[src/rtl/spiclk_pkg.sv]
`timescale 1ns/1ps
package spiclk_pkg;
    // Width of the split-encoded prescale field.
    localparam int unsigned PRE_W = 5;
    // A ratio of twice the largest low field fits in PRE_W bits.
    localparam int unsigned RAT_W = PRE_W;

    typedef struct packed {
        logic [RAT_W-1:0] ratio;     // system cycles per serial period
        logic [RAT_W-1:0] idle_len;  // cycles at the resting level, ceil(ratio/2)
        logic             div1;      // ratio of one: clock pass-through
        logic             cpol;
        logic             cpha;
        logic             capt;
    } clk_cfg_t;
endpackage

[src/rtl/spiclk_ratio_dec.sv]
`timescale 1ns/1ps
module spiclk_ratio_dec
    import spiclk_pkg::*;
#(
    parameter int unsigned PW = PRE_W,
    localparam int unsigned RW = PW
) (
    input  logic [PW-1:0] prescale,
    output logic [RW-1:0] ratio,
    output logic [RW-1:0] idle_len,
    output logic          div1
);
    logic [PW-2:0] low_bits;
    logic [RW-1:0] raw;

    always_comb begin
        low_bits = prescale[PW-2:0];
        // Top bit selects even steps, otherwise direct divide.
        if (prescale[PW-1]) begin
            raw = {low_bits, 1'b0};
        end else begin
            raw = {1'b0, low_bits};
        end
        // A zero ratio cannot be generated; fold it onto one.
        if (raw == '0) begin
            raw = RW'(1);
        end
        ratio    = raw;
        idle_len = (raw >> 1) + RW'(raw[0]);
        div1     = (raw == RW'(1));
    end
endmodule

[src/rtl/spiclk_cfg_hold.sv]
`timescale 1ns/1ps
module spiclk_cfg_hold
    import spiclk_pkg::*;
(
    input  logic     clk,
    input  logic     rst_n,
    input  logic     run,
    input  clk_cfg_t cfg_in,
    output clk_cfg_t cfg_q
);
    clk_cfg_t cfg_d;

    always_comb begin
        // Settings are taken in only while the clock is at rest.
        cfg_d = run ? cfg_q : cfg_in;
    end

    always_ff @(posedge clk or negedge rst_n) begin
        if (!rst_n) begin
            cfg_q <= '{ratio: RAT_W'(1), idle_len: RAT_W'(1), div1: 1'b1,
                       cpol: 1'b0, cpha: 1'b0, capt: 1'b0};
        end else begin
            cfg_q <= cfg_d;
        end
    end

    AST_CFG_FROZEN: assert property (@(posedge clk) disable iff (!rst_n)
        $past(run) |-> $stable(cfg_q));
endmodule

[src/rtl/spiclk_phase_cnt.sv]
`timescale 1ns/1ps
module spiclk_phase_cnt
    import spiclk_pkg::*;
#(
    parameter int unsigned RW = RAT_W
) (
    input  logic          clk,
    input  logic          rst_n,
    input  logic          run,
    input  logic [RW-1:0] ratio,
    input  logic [RW-1:0] idle_len,
    output logic          active_q,
    output logic          lead_nx,
    output logic          trail_nx,
    output logic          act_lvl_nx
);
    typedef struct packed {
        logic          active;
        logic [RW-1:0] cnt;
    } cnt_st_t;

    cnt_st_t st_d, st_q;

    always_comb begin
        st_d.active = run;
        if (!run || !st_q.active) begin
            st_d.cnt = '0;
        end else if (st_q.cnt == ratio - RW'(1)) begin
            st_d.cnt = '0;
        end else begin
            st_d.cnt = st_q.cnt + RW'(1);
        end
        // Position in the period that the next cycle will show.
        act_lvl_nx = run && (st_d.cnt >= idle_len);
        lead_nx    = run && (st_d.cnt == idle_len);
        trail_nx   = run && st_q.active && (st_d.cnt == '0);
    end

    always_ff @(posedge clk or negedge rst_n) begin
        if (!rst_n) begin
            st_q <= '0;
        end else begin
            st_q <= st_d;
        end
    end

    assign active_q = st_q.active;

    AST_CNT_IN_PERIOD: assert property (@(posedge clk) disable iff (!rst_n)
        st_q.active |-> (st_q.cnt < ratio));
endmodule

[src/rtl/spiclk_gen.sv]
`timescale 1ns/1ps
module spiclk_gen
    import spiclk_pkg::*;
(
    input  logic             clk,
    input  logic             rst_n,
    input  logic             run,
    input  logic [PRE_W-1:0] prescale,
    input  logic             cpol,
    input  logic             cpha,
    input  logic             capt_edge,
    output logic             sclk,
    output logic             launch,
    output logic             sample
);
    typedef struct packed {
        logic sclk;
        logic launch;
        logic sample;
    } out_st_t;

    clk_cfg_t cfg_in, cfg_q;
    logic     act_q, lead_nx, trail_nx, act_lvl_nx;
    logic     samp_on_lead;
    out_st_t  out_d, out_q;

    spiclk_ratio_dec #(.PW(PRE_W)) dec_i (
        .prescale (prescale),
        .ratio    (cfg_in.ratio),
        .idle_len (cfg_in.idle_len),
        .div1     (cfg_in.div1)
    );

    assign cfg_in.cpol = cpol;
    assign cfg_in.cpha = cpha;
    assign cfg_in.capt = capt_edge;

    spiclk_cfg_hold hold_i (
        .clk    (clk),
        .rst_n  (rst_n),
        .run    (run),
        .cfg_in (cfg_in),
        .cfg_q  (cfg_q)
    );

    spiclk_phase_cnt #(.RW(RAT_W)) cnt_i (
        .clk        (clk),
        .rst_n      (rst_n),
        .run        (run),
        .ratio      (cfg_q.ratio),
        .idle_len   (cfg_q.idle_len),
        .active_q   (act_q),
        .lead_nx    (lead_nx),
        .trail_nx   (trail_nx),
        .act_lvl_nx (act_lvl_nx)
    );

    always_comb begin
        // Phase 0 captures on the leading edge; the capture-edge bit flips it.
        samp_on_lead = (!cfg_q.cpha) ^ cfg_q.capt;
        if (!run) begin
            out_d = '{sclk: cpol, launch: 1'b0, sample: 1'b0};
        end else if (cfg_q.div1) begin
            out_d = '{sclk: cfg_q.cpol, launch: 1'b1, sample: 1'b1};
        end else begin
            out_d.sclk   = cfg_q.cpol ^ act_lvl_nx;
            out_d.launch = cfg_q.cpha ? lead_nx : trail_nx;
            out_d.sample = samp_on_lead ? lead_nx : trail_nx;
        end
    end

    always_ff @(posedge clk or negedge rst_n) begin
        if (!rst_n) begin
            out_q <= '0;
        end else begin
            out_q <= out_d;
        end
    end

    // Ratio of one: rest level in the high half of clk, active in the low half.
    assign sclk   = (act_q && cfg_q.div1) ? (cfg_q.cpol ^ ~clk) : out_q.sclk;
    assign launch = out_q.launch;
    assign sample = out_q.sample;

    AST_IDLE_REST: assert property (@(posedge clk) disable iff (!rst_n)
        !act_q |-> (out_q.sclk == cfg_q.cpol) && !out_q.launch && !out_q.sample);
    AST_PULSE_AT_EDGE: assert property (@(posedge clk) disable iff (!rst_n)
        (act_q && !cfg_q.div1 && (out_q.launch || out_q.sample))
        |-> (out_q.sclk != $past(out_q.sclk)));
    AST_SPLIT_EDGES: assert property (@(posedge clk) disable iff (!rst_n)
        (act_q && !cfg_q.div1 && !cfg_q.capt) |-> !(out_q.launch && out_q.sample));
    AST_DIV1_EVERY: assert property (@(posedge clk) disable iff (!rst_n)
        (act_q && cfg_q.div1) |-> (out_q.launch && out_q.sample));
endmodule

[config.mk]
export PLATFORM = sky130hd
export DESIGN_NAME = spiclk_gen
export DESIGN_NICKNAME = d
export VERILOG_FILES = /design/src/rtl/spiclk_pkg.sv /design/src/rtl/spiclk_ratio_dec.sv /design/src/rtl/spiclk_cfg_hold.sv /design/src/rtl/spiclk_phase_cnt.sv /design/src/rtl/spiclk_gen.sv
export SDC_FILE = /design/constraint.sdc
export NUM_CORES = 1
export LEC_CHECK = 0
export BUFFER_PORTS_ARGS = -buffer_cell sky130_fd_sc_hd__buf_2
export CORE_MARGIN = 1
export CORE_UTILIZATION = 34
export DETAILED_ROUTE_END_ITERATION = 10
export GPL_TIMING_DRIVEN = 1
export PLACE_DENSITY_LB_ADDON = 0.1
export SYNTH_ARGS = -nofsm -noshare
export SYNTH_HDL_FRONTEND = slang
export SYNTH_SLANG_ARGS = --single-unit
[constraint.sdc]
create_clock -name clk -period 3.6 [get_ports clk]
set_clock_uncertainty 0.2 [all_clocks]
set_input_delay 0.18 -clock clk [delete_from_list [all_inputs] [get_ports clk]]
set_output_delay 0.18 -clock clk [all_outputs]
set_load 0.02 [all_outputs]
==> run_results.csv, run 1 <==
group,metric,value,unit
run_status,status,"completed",
pwr,p_comb_share,17.2,%
cts,tritoncts,"yes",
synth,ys_seq_area_share,42.5,%
synth,synth-edff-count,0,
timing,fin_crit,3.41,ns
detailed_routing,ant_nets,0,
placement,dp_hpwl,2130,um
hold_path,hold_path_end,"hold_i.cfg_q[3]",
grt,grt-ovfl-total,0,
cts,clkLatencyLatePin,0.37,ns
grt,grt_pass1_wl,5150,um
critical_path,r2r_end,"out_q[2]",
synth,avgSynthCellArea,9.53,um2
grt,grt_antenna_before_repair,0,
hold_path,holdCritStartpoint,"prescale[4]",
critical_path,critPathCaptureType,"flip-flop",
synth,synthCells,143,
hold_path,hp-class,"in -> reg",
cts,cts.clk_slew.worst_paths,0.08,ns
timing,max_freq,294,MHz
detailed_routing,routed_wl,2910,um
placement,routabilityCongestion,0.821,
final_layout,area_growth,22.8,%
pwr,p_sw_share,27.2,%
detailed_routing,first_pass_iters,4,
placement,numPortBuffers,13,
pwr,internal_power,491,uW
timing,min_period_over_period,94.6,%
final_layout,final_core_util,44.7,%
synth,syn_nets,164,
synth,synthesis.area,1360,um2
floorplanning,placementRows,22,
detailed_routing,dr_total_vias,1141,
synth,yosys_warnings,0,
floorplanning,die_y,65.3,um
synth,synth-seq-cells,23,
hold_path,min_path_cells,4,
synth,synth_top_area_share,36.7,%
run,cap_violations,0,
synth,synthTopCellsByArea,"dfrtp_1 37%, ha_1 9.2%, dfstp_2 5.8%",
critical_path,start_kind,"flip-flop",
floorplanning,core_area,3740,um2
pwr,clkPwrFrac,38.5,%
synth,synth-main-ff-cell,"dfrtp_1",
timing,hold_viol,0,
pwr,switchingPower,183,uW
critical_path,rrSetupSlack,0.19,ns
critical_path,worstRegToRegCells,12,
floorplanning,die_area,4260,um2
critical_path,cp.arrival,3.44,ns
timing,tightestPinTransition,0.751,ns
grt,grt.total_usage,16.3,%
synth,yosysMostFrequentCell,"dfrtp_1",
final_layout,antenna-diode-count,0,
final_layout,nets,192,
pwr,seqPwrFrac,44.4,%
floorplanning,start_util,36.4,%
timing,final.setup.tns,0,ns
floorplanning,ioPinCount,14,
detailed_routing,wl_per_cell,13.4,um
synth,synth.largest_area_cell,"dfrtp_1",
grt,grt_pass1_vias,1151,
synth,synth_cell_types,36,
synth,synthArstFlopShare,100,%
detailed_routing,drc_errors,0,
final_layout,layout-drive-gt1-share,18.8,%
grt,grt_max_degree,29,
pwr,ir_worst_vdd,0.000174,V
pwr,powerDensity,403,nW/um2
critical_path,worst-path-max-fanout,5,
critical_path,cp_data_required_time,3.64,ns
pwr,p_leak,0.778,nW
detailed_routing,routed_via_density,5.23,
timing,slew_headroom,49.3,%
timing,drv_slew,0,
critical_path,timing_worst_setup_path_type,"reg -> reg",
floorplanning,die_x,65.3,um
synth,yosys-top-cells-count,"20 x dfrtp_1, 14 x nand2_1, 11 x inv_1, 11 x nor2_1",
detailed_routing,dr.first_iter.drc_count,47,
timing,setup_viol,0,
timing,rsz0062_at_grt,"false",
critical_path,r2r_start,"hold_i.cfg_q[9]",
[kinds of logic after synthesis]
| group | after synthesis | synth area share (%) |
|---|---|---|
| fa+ha+maj | 10 | 9.18 |
| flops | 23 | 42.5 |
| mux | 6 | 4.87 |
| simple gates | 47 | 17.9 |
| buf+inv | 16 | 4.50 |
| compound gates | 30 | 14.0 |
| xor+xnor | 11 | 7.07 |
[worst max-delay path: stages, from the launching register on]
cell	delay (ns)
dfstp_2	0.56
inv_1	0.06
ha_1	0.21
or3_1	0.37
a311oi_1	0.32
nand3b_1	0.25
nor2_1	0.10
ha_1	0.29
a21o_1	0.17
a21o_1	0.17
a221oi_1	0.34
or3_1	0.15
a31oi_1	0.07
[layer usage]
metal  vias up  GRT usage, %  routed length [um]
li1        554             -                   -
met1       557          20.1                1460
met2        21          25.9                1300
met3         9          3.13                  75
met4         0          10.1                  74
met5         -             0                   0
[stage by stage]
step / std cells / setup WS [ns] / total power, mW / hold slack (ns) / cell area, um2
detailed placement: 199 / 0.174 / 0.422 / -0.00648 / 1470
floorplan: 143 / 0.455 / 0.385 / -0.316 / 1360
global route: 218 / 0.0293 / 0.724 / 0.0810 / 1670
CTS: 217 / 0.164 / 0.684 / 0.0438 / 1670
finish: 218 / 0.194 / 0.674 / 0.0413 / 1670
global placement: 199 / 0.294 / 0.419 / -0.0102 / 1470
[power by group through the flow]
| stage | Sequential, mW | Clock, mW | Combinational [mW] |
|---|---|---|---|
| 3_3_place_gp | 0.303 | 0.0108 | 0.105 |
| 6_report | 0.299 | 0.259 | 0.116 |
| 5_1_grt | 0.303 | 0.288 | 0.133 |
| 2_1_floorplan | 0.303 | 0.00944 | 0.0732 |
| 3_5_place_dp | 0.305 | 0.0108 | 0.107 |
| 4_1_cts | 0.300 | 0.268 | 0.116 |
[state kept, by name, indices dropped and copies added, names as in the netlist]
signal          count
cnt_i.active_q      1
cnt_i.st_q          5
hold_i.cfg_q       14
launch              1
out_q               1
sample              1
[worst max path at each step]
stage | from | endpoint | slack, ns | depth (start not counted)
finish | hold_i.cfg_q[9] | out_q[2] | 0.19 | 12
global route | hold_i.cfg_q[9] | out_q[2] | 0.03 | 12
CTS | hold_i.cfg_q[9] | out_q[2] | 0.16 | 12
detailed placement | hold_i.cfg_q[9] | out_q[2] | 0.17 | 12
global placement | hold_i.cfg_q[9] | out_q[2] | 0.29 | 12
floorplan | hold_i.cfg_q[9] | out_q[2] | 0.45 | 12
[placed cells by master (no fill, tap or decap), types with 3 or more instances in the layout]
master	synthesis	final
a21oi_1	7	7
a311oi_1	3	3
buf_2	1	13
clkbuf_8	0	6
dfrtp_1	20	20
dfstp_2	3	3
dlygate4sd3_1	0	11
ha_1	10	10
inv_1	11	11
mux2_2	5	5
nand2_1	14	14
nand2b_1	4	4
nand3_1	4	4
nor2_1	11	11
o21ai_0	10	10
xnor2_1	4	4
xor2_1	7	7
[layout make-up]
class	count	area, um2
Fill cell	381	2070
Tap cell	48	60.1
Clock inverter	1	5.00
Inverter	11	41.3
Sequential cell	23	579
Timing Repair Buffer	24	178
Multi-Input combinational cell	104	722
Clock buffer	7	87.6
[timing repair]
action	4_1_cts	5_1_grt
endpoints found under the hold margin	32	0
endpoints found under the setup margin	0	1
hold buffers	11	0
buffers inserted	0	1
resized for setup	0	0
(Power assumes the default switching activity.)
==> inputs of run 2 (changes only) <==
--- a/config.mk
+++ b/config.mk
@@ -11,6 +11,7 @@
 export DETAILED_ROUTE_END_ITERATION = 10
 export GPL_TIMING_DRIVEN = 1
 export PLACE_DENSITY_LB_ADDON = 0.1
+export SETUP_SLACK_MARGIN = 0.5
 export SYNTH_ARGS = -nofsm -noshare
 export SYNTH_HDL_FRONTEND = slang
 export SYNTH_SLANG_ARGS = --single-unit
==> run 2 against run 1 <==
Sequential share of layout area decreased by 1.9 points; global-route usage barely moved; clock power barely moved; maximum frequency grew 6.4%; worst hold slack got worse by 0.017 ns; register-to-register slack better by 0.21 ns; power increased by 4.4%; first-iteration DRC count unchanged; die area is the same; critical endpoint unchanged; largest power group unchanged.
==> run_results.csv, run 2 (synthesis gave the netlist of run 1 again) <==
group,metric,value,unit
final_layout,antenna-diode-count,0,
timing,setup_viol,0,
pwr,powerDensity,398,nW/um2
grt,gr-usage-met2,24.9,%
critical_path,critPathCaptureType,"flip-flop",
final_layout,layout-drive-gt1-share,27.0,%
timing,hold_viol,0,
grt,grt_antenna_before_repair,0,
placement,dpl_worst_slack,0.257,ns
detailed_routing,routed_via_density,5.03,
grt,grt_pass1_vias,1144,
timing,fin_ws,0.399,ns
final_layout,mostFrequentLayoutCell,"dfrtp_1",
pwr,ir_worst_vdd,0.000183,V
detailed_routing,dr_total_vias,1117,
detailed_routing,ant_nets,0,
floorplanning,die_x,65.3,um
final_layout,layout_common_cells,"20 x dfrtp_1, 14 x nand2_1, 13 x buf_2",
critical_path,crit_slowest_cell,"dfstp_2",
final_layout,nFillCells,382,
floorplanning,core_area,3740,um2
critical_path,cp.arrival,3.23,ns
timing,tightestPinTransition,0.654,ns
final_layout,fin_cells,222,
floorplanning,placementRows,22,
detailed_routing,routed_wl,3000,um
final_layout,top_register,"hold_i.cfg_q",
critical_path,crit_top_cell,"a21o_1",
cts,cts.clk_slew.worst_paths,0.08,ns
run_status,status,"completed",
floorplanning,start_util,36.4,%
timing,fin_crit,3.20,ns
detailed_routing,first_pass_iters,6,
critical_path,cp_data_required_time,3.63,ns
run,cap_violations,0,
final_layout,nets,196,
grt,grt.total_usage,16.3,%
placement,dp_hpwl,2080,um
grt,grt-ovfl-total,0,
placement,numPortBuffers,13,
grt,grt_use_met1,21.8,%
grt,grtUsageMet3,2.78,%
grt,grt_max_degree,29,
critical_path,timing_worst_setup_path_type,"reg -> reg",
hold_path,hp-class,"in -> reg",
timing,final.setup.tns,0,ns
pwr,p_leak,0.812,nW
floorplanning,die_y,65.3,um
floorplanning,ioPinCount,14,
final_layout,multi_input_area,791,um2
placement,routabilityCongestion,0.793,
placement,placed_cells,199,
timing,max_freq,312,MHz
detailed_routing,wl_per_cell,13.5,um
final_layout,area_growth,29.8,%
critical_path,worst-path-max-fanout,5,
cts,clkLatencyLatePin,0.37,ns
final_layout,largestRegisters,"hold_i.cfg_q (14), cnt_i.st_q (5)",
floorplanning,die_area,4260,um2
cts,tritoncts,"yes",
timing,min_period_over_period,88.9,%
detailed_routing,dr.first_iter.drc_count,47,
timing,slew_headroom,55.8,%
final_layout,largest_reg_flops,14,
timing,rsz0062_at_grt,"true",
grt,grt_pass1_wl,5180,um
critical_path,cpPeakStageDelay,0.55,ns
timing,drv_slew,0,
final_layout,seq_area,579,um2
critical_path,path_cells,"inv_2, ha_4, or3_4, a311oi_2, nand3b_1, nor2_2, ha_1, a21o_1, a21o_1, a221oi_4, or3_1, a31oi_1",
grt,busiest_layer,"met2",
critical_path,start_kind,"flip-flop",
detailed_routing,drc_errors,0,
## run 2: changes by cell type in the layout (fill, tap and decap cells not counted), sizes merged
cell / before / now
buf: 14 / 19
dlygate4sd3: 11 / 10
## run 2: power breakdown
group / internal [mW] / total, mW / switching (mW) / leakage, nW
Sequential: 0.282 / 0.300 / 0.0177 / 0.283
Combinational: 0.0747 / 0.145 / 0.0703 / 0.472
Clock: 0.154 / 0.259 / 0.105 / 0.0568
Total: 0.511 / 0.704 / 0.193 / 0.812
## run 2: repair_timing
action                                  CTS  global route
pin swaps                                11             6
endpoints found under the setup margin    3             2
gates resized for setup                   9             4
hold endpoints to repair                 31             0
hold buffers                             10             0
buffers inserted                          4             2
## run 2: metrics by stage
| step | util, % | hold WS, ns | power, mW | cell area, um2 |
|---|---|---|---|---|
| floorplan | - | -0.316 | 0.387 | 1370 |
| global placement | 39.4 | -0.00931 | 0.421 | 1470 |
| detailed placement | 39.4 | -0.0131 | 0.423 | 1470 |
| CTS | 46.5 | 0.0124 | 0.706 | 1740 |
| global route | 47.3 | 0.0345 | 0.754 | 1770 |
| finish | 47.3 | 0.0243 | 0.704 | 1770 |
## run 2: routing by layer
metal  vias to the layer above  share of wire (%)
li1                        563                  -
met1                       536                 49
met2                        14                 48
met3                         4                1.7
met4                         0                1.1
met5                         -                  0
## run 2: critical path: cells and delay by family (launching register included)
kind | cells | cell delay, ns
and+or+nand+nor | 4 | 0.81
AOI/OAI and AO/OA | 5 | 1.00
DFF | 1 | 0.55
adders and majority gates | 2 | 0.46
buffers and inverters | 1 | 0.05
## run 2: layout make-up
type | instances | share of cell area (%)
flip-flops and latches | 23 | 32.7
clock buffers | 7 | 4.95
repair buffers | 28 | 11.6
multi-input cells | 104 | 44.7
inverters | 11 | 2.33
clock inverters | 1 | 0.283
well taps | 48 | 3.39
## run 2: final timing paths
| check | start | endpoint | slack [ns] | cells past startpoint |
|---|---|---|---|---|
| max | hold_i.cfg_q[9] | out_q[2] | 0.40 | 12 |
| min | prescale[0] | hold_i.cfg_q[9] | 0.02 | 4 |
| max reg2reg | hold_i.cfg_q[9] | out_q[2] | 0.40 | 12 |
| min reg2reg | hold_i.cfg_q[8] | hold_i.cfg_q[8] | 0.29 | 2 |
| max in group asynchronous | rst_n | hold_i.cfg_q[3] | 2.71 | 2 |
| min in group asynchronous | rst_n | hold_i.cfg_q[10] | 0.12 | 2 |
==> inputs of run 3 (changes only) <==
--- a/config.mk
+++ b/config.mk
@@ -6,7 +6,7 @@
 export NUM_CORES = 1
 export LEC_CHECK = 0
 export BUFFER_PORTS_ARGS = -buffer_cell sky130_fd_sc_hd__buf_2
-export CORE_MARGIN = 1
+export CORE_MARGIN = 2
 export CORE_UTILIZATION = 34
 export DETAILED_ROUTE_END_ITERATION = 10
 export GPL_TIMING_DRIVEN = 1
==> run 3 against run 2 <==
First-iteration DRC count unchanged; design area shrank 1.4%; sequential share of layout area grew 0.54 points; register-to-register slack improved by 0.098 ns; critical path type unchanged.
==> run_results.csv, run 3 (synthesis gave the netlist of run 1 again) <==
group,metric,value,unit
run_status,status,"completed",
detailed_routing,dr_total_vias,1109,
timing,final.setup.tns,0,ns
floorplanning,die_x,67.3,um
final_layout,fin_area,1740,um2
grt,gr-usage-met2,24.8,%
placement,dp_hpwl,2080,um
placement,placed_cells,201,
final_layout,seq_area,581,um2
cts,clkLatencyLatePin,0.37,ns
final_layout,multi_input_area,754,um2
final_layout,nFillCells,402,
detailed_routing,dr.first_iter.drc_count,47,
final_layout,antenna-diode-count,0,
cts,cts.clk_slew.worst_paths,0.08,ns
final_layout,nets,197,
placement,routabilityCongestion,0.810,
floorplanning,core_area,3910,um2
timing,fin_crit,3.10,ns
placement,dpl_worst_slack,0.303,ns
final_layout,largestRegisters,"hold_i.cfg_q (14), cnt_i.st_q (5)",
pwr,internal_power,503,uW
critical_path,path_cells,"inv_2, ha_4, or3_1, a311oi_2, nand3b_1, nor2_2, ha_1, a21o_1, a21o_1, a221oi_2, or3_1, a31oi_1",
floorplanning,ioPinCount,14,
critical_path,crit_slowest_cell,"dfstp_2",
grt,grt-ovfl-total,0,
grt,grt_pass1_vias,1121,
final_layout,layout-drive-gt1-share,26.3,%
pwr,p_comb_share,19.1,%
detailed_routing,routed_via_density,4.93,
pwr,p_total,690,uW
detailed_routing,routed_wl,2940,um
critical_path,worst-path-max-fanout,5,
final_layout,largest_reg_flops,14,
timing,hold_ws,0.0106,ns
grt,busiest_layer,"met2",
pwr,ir_worst_vdd,0.000180,V
cts,tritoncts,"yes",
floorplanning,die_area,4530,um2
timing,slew_headroom,60.4,%
final_layout,final_core_util,44.6,%
pwr,switchingPower,188,uW
pwr,clkPwrFrac,37.6,%
pwr,seqPwrFrac,43.3,%
floorplanning,die_y,67.3,um
grt,grt.total_usage,15.6,%
final_layout,layout_common_cells,"19 x dfrtp_1, 14 x nand2_1, 13 x buf_2",
timing,min_period_over_period,86.2,%
grt,grtUsageMet3,4.00,%
final_layout,fin_cells,225,
run,cap_violations,0,
timing,fin_ws,0.497,ns
floorplanning,placementRows,23,
detailed_routing,ant_nets,0,
timing,rsz0062_at_grt,"true",
final_layout,top_register,"hold_i.cfg_q",
timing,tightestPinTransition,0.586,ns
critical_path,critPathCaptureType,"flip-flop",
critical_path,cpPeakStageDelay,0.54,ns
detailed_routing,drc_errors,0,
pwr,p_leak,0.803,nW
grt,grt_antenna_before_repair,0,
final_layout,area_growth,28.0,%
final_layout,mostFrequentLayoutCell,"dfrtp_1",
placement,numPortBuffers,13,
pwr,powerDensity,396,nW/um2
timing,max_freq,322,MHz
critical_path,rrSetupSlack,0.50,ns
hold_path,hp-class,"in -> reg",
timing,drv_slew,0,
timing,hold_viol,0,
critical_path,cp_data_required_time,3.63,ns
critical_path,timing_worst_setup_path_type,"reg -> reg",
grt,grt_use_met1,19.8,%
timing,setup_viol,0,
grt,grt_max_degree,29,
critical_path,start_kind,"flip-flop",
placement,place_area,1480,um2
floorplanning,start_util,34.8,%
detailed_routing,first_pass_iters,4,
pwr,p_sw_share,27.2,%
grt,grt_pass1_wl,5210,um
detailed_routing,wl_per_cell,13.1,um
critical_path,cp.arrival,3.13,ns
-- run 3: final cells by class --
cell class,instances,share of cell area (%)
clock inverters,1,0.287
multi-input cells,104,43.3
repair buffers,29,12.2
inverters,11,2.37
well taps,50,3.59
flip-flops and latches,23,33.3
clock buffers,7,5.02
-- run 3: final timing paths --
| path | from | end | cells after the start |
|---|---|---|---|
| max | hold_i.cfg_q[9] | out_q[2] | 12 |
| min | prescale[0] | hold_i.cfg_q[9] | 4 |
| max in group asynchronous | rst_n | cnt_i.st_q[2] | 2 |
| min reg2reg | hold_i.cfg_q[8] | hold_i.cfg_q[8] | 2 |
| min in group asynchronous | rst_n | hold_i.cfg_q[0] | 2 |
| max reg2reg | hold_i.cfg_q[9] | out_q[2] | 12 |
-- run 3: power groups by stage --
stage	combinational, mW	clock, mW	sequential (mW)
6_report	0.132	0.260	0.299
2_1_floorplan	0.0747	0.00944	0.303
4_1_cts	0.133	0.267	0.299
3_3_place_gp	0.107	0.0108	0.303
5_1_grt	0.151	0.281	0.302
3_5_place_dp	0.108	0.0108	0.304
-- run 3: layer usage --
layer	wire length [um]	share of wire, %
met5	0	0
met4	40	1.4
met3	89	3.0
met2	1380	47
met1	1430	49
-- run 3: worst max-delay path, delay by kind of cell, from the launching register on --
kind | cells | cell delay, ns
and+or+nand+nor | 4 | 0.77
adders and majority gates | 2 | 0.46
buffers and inverters | 1 | 0.05
DFF | 1 | 0.54
AOI/OAI and AO/OA | 5 | 0.95
-- run 3: timing repair --
item	in CTS	in global routing
setup buffers	6	1
endpoints found under the setup margin	1	3
hold buffers	10	0
hold endpoints to repair	31	0
pin swaps	10	1
gates resized for setup	7	1
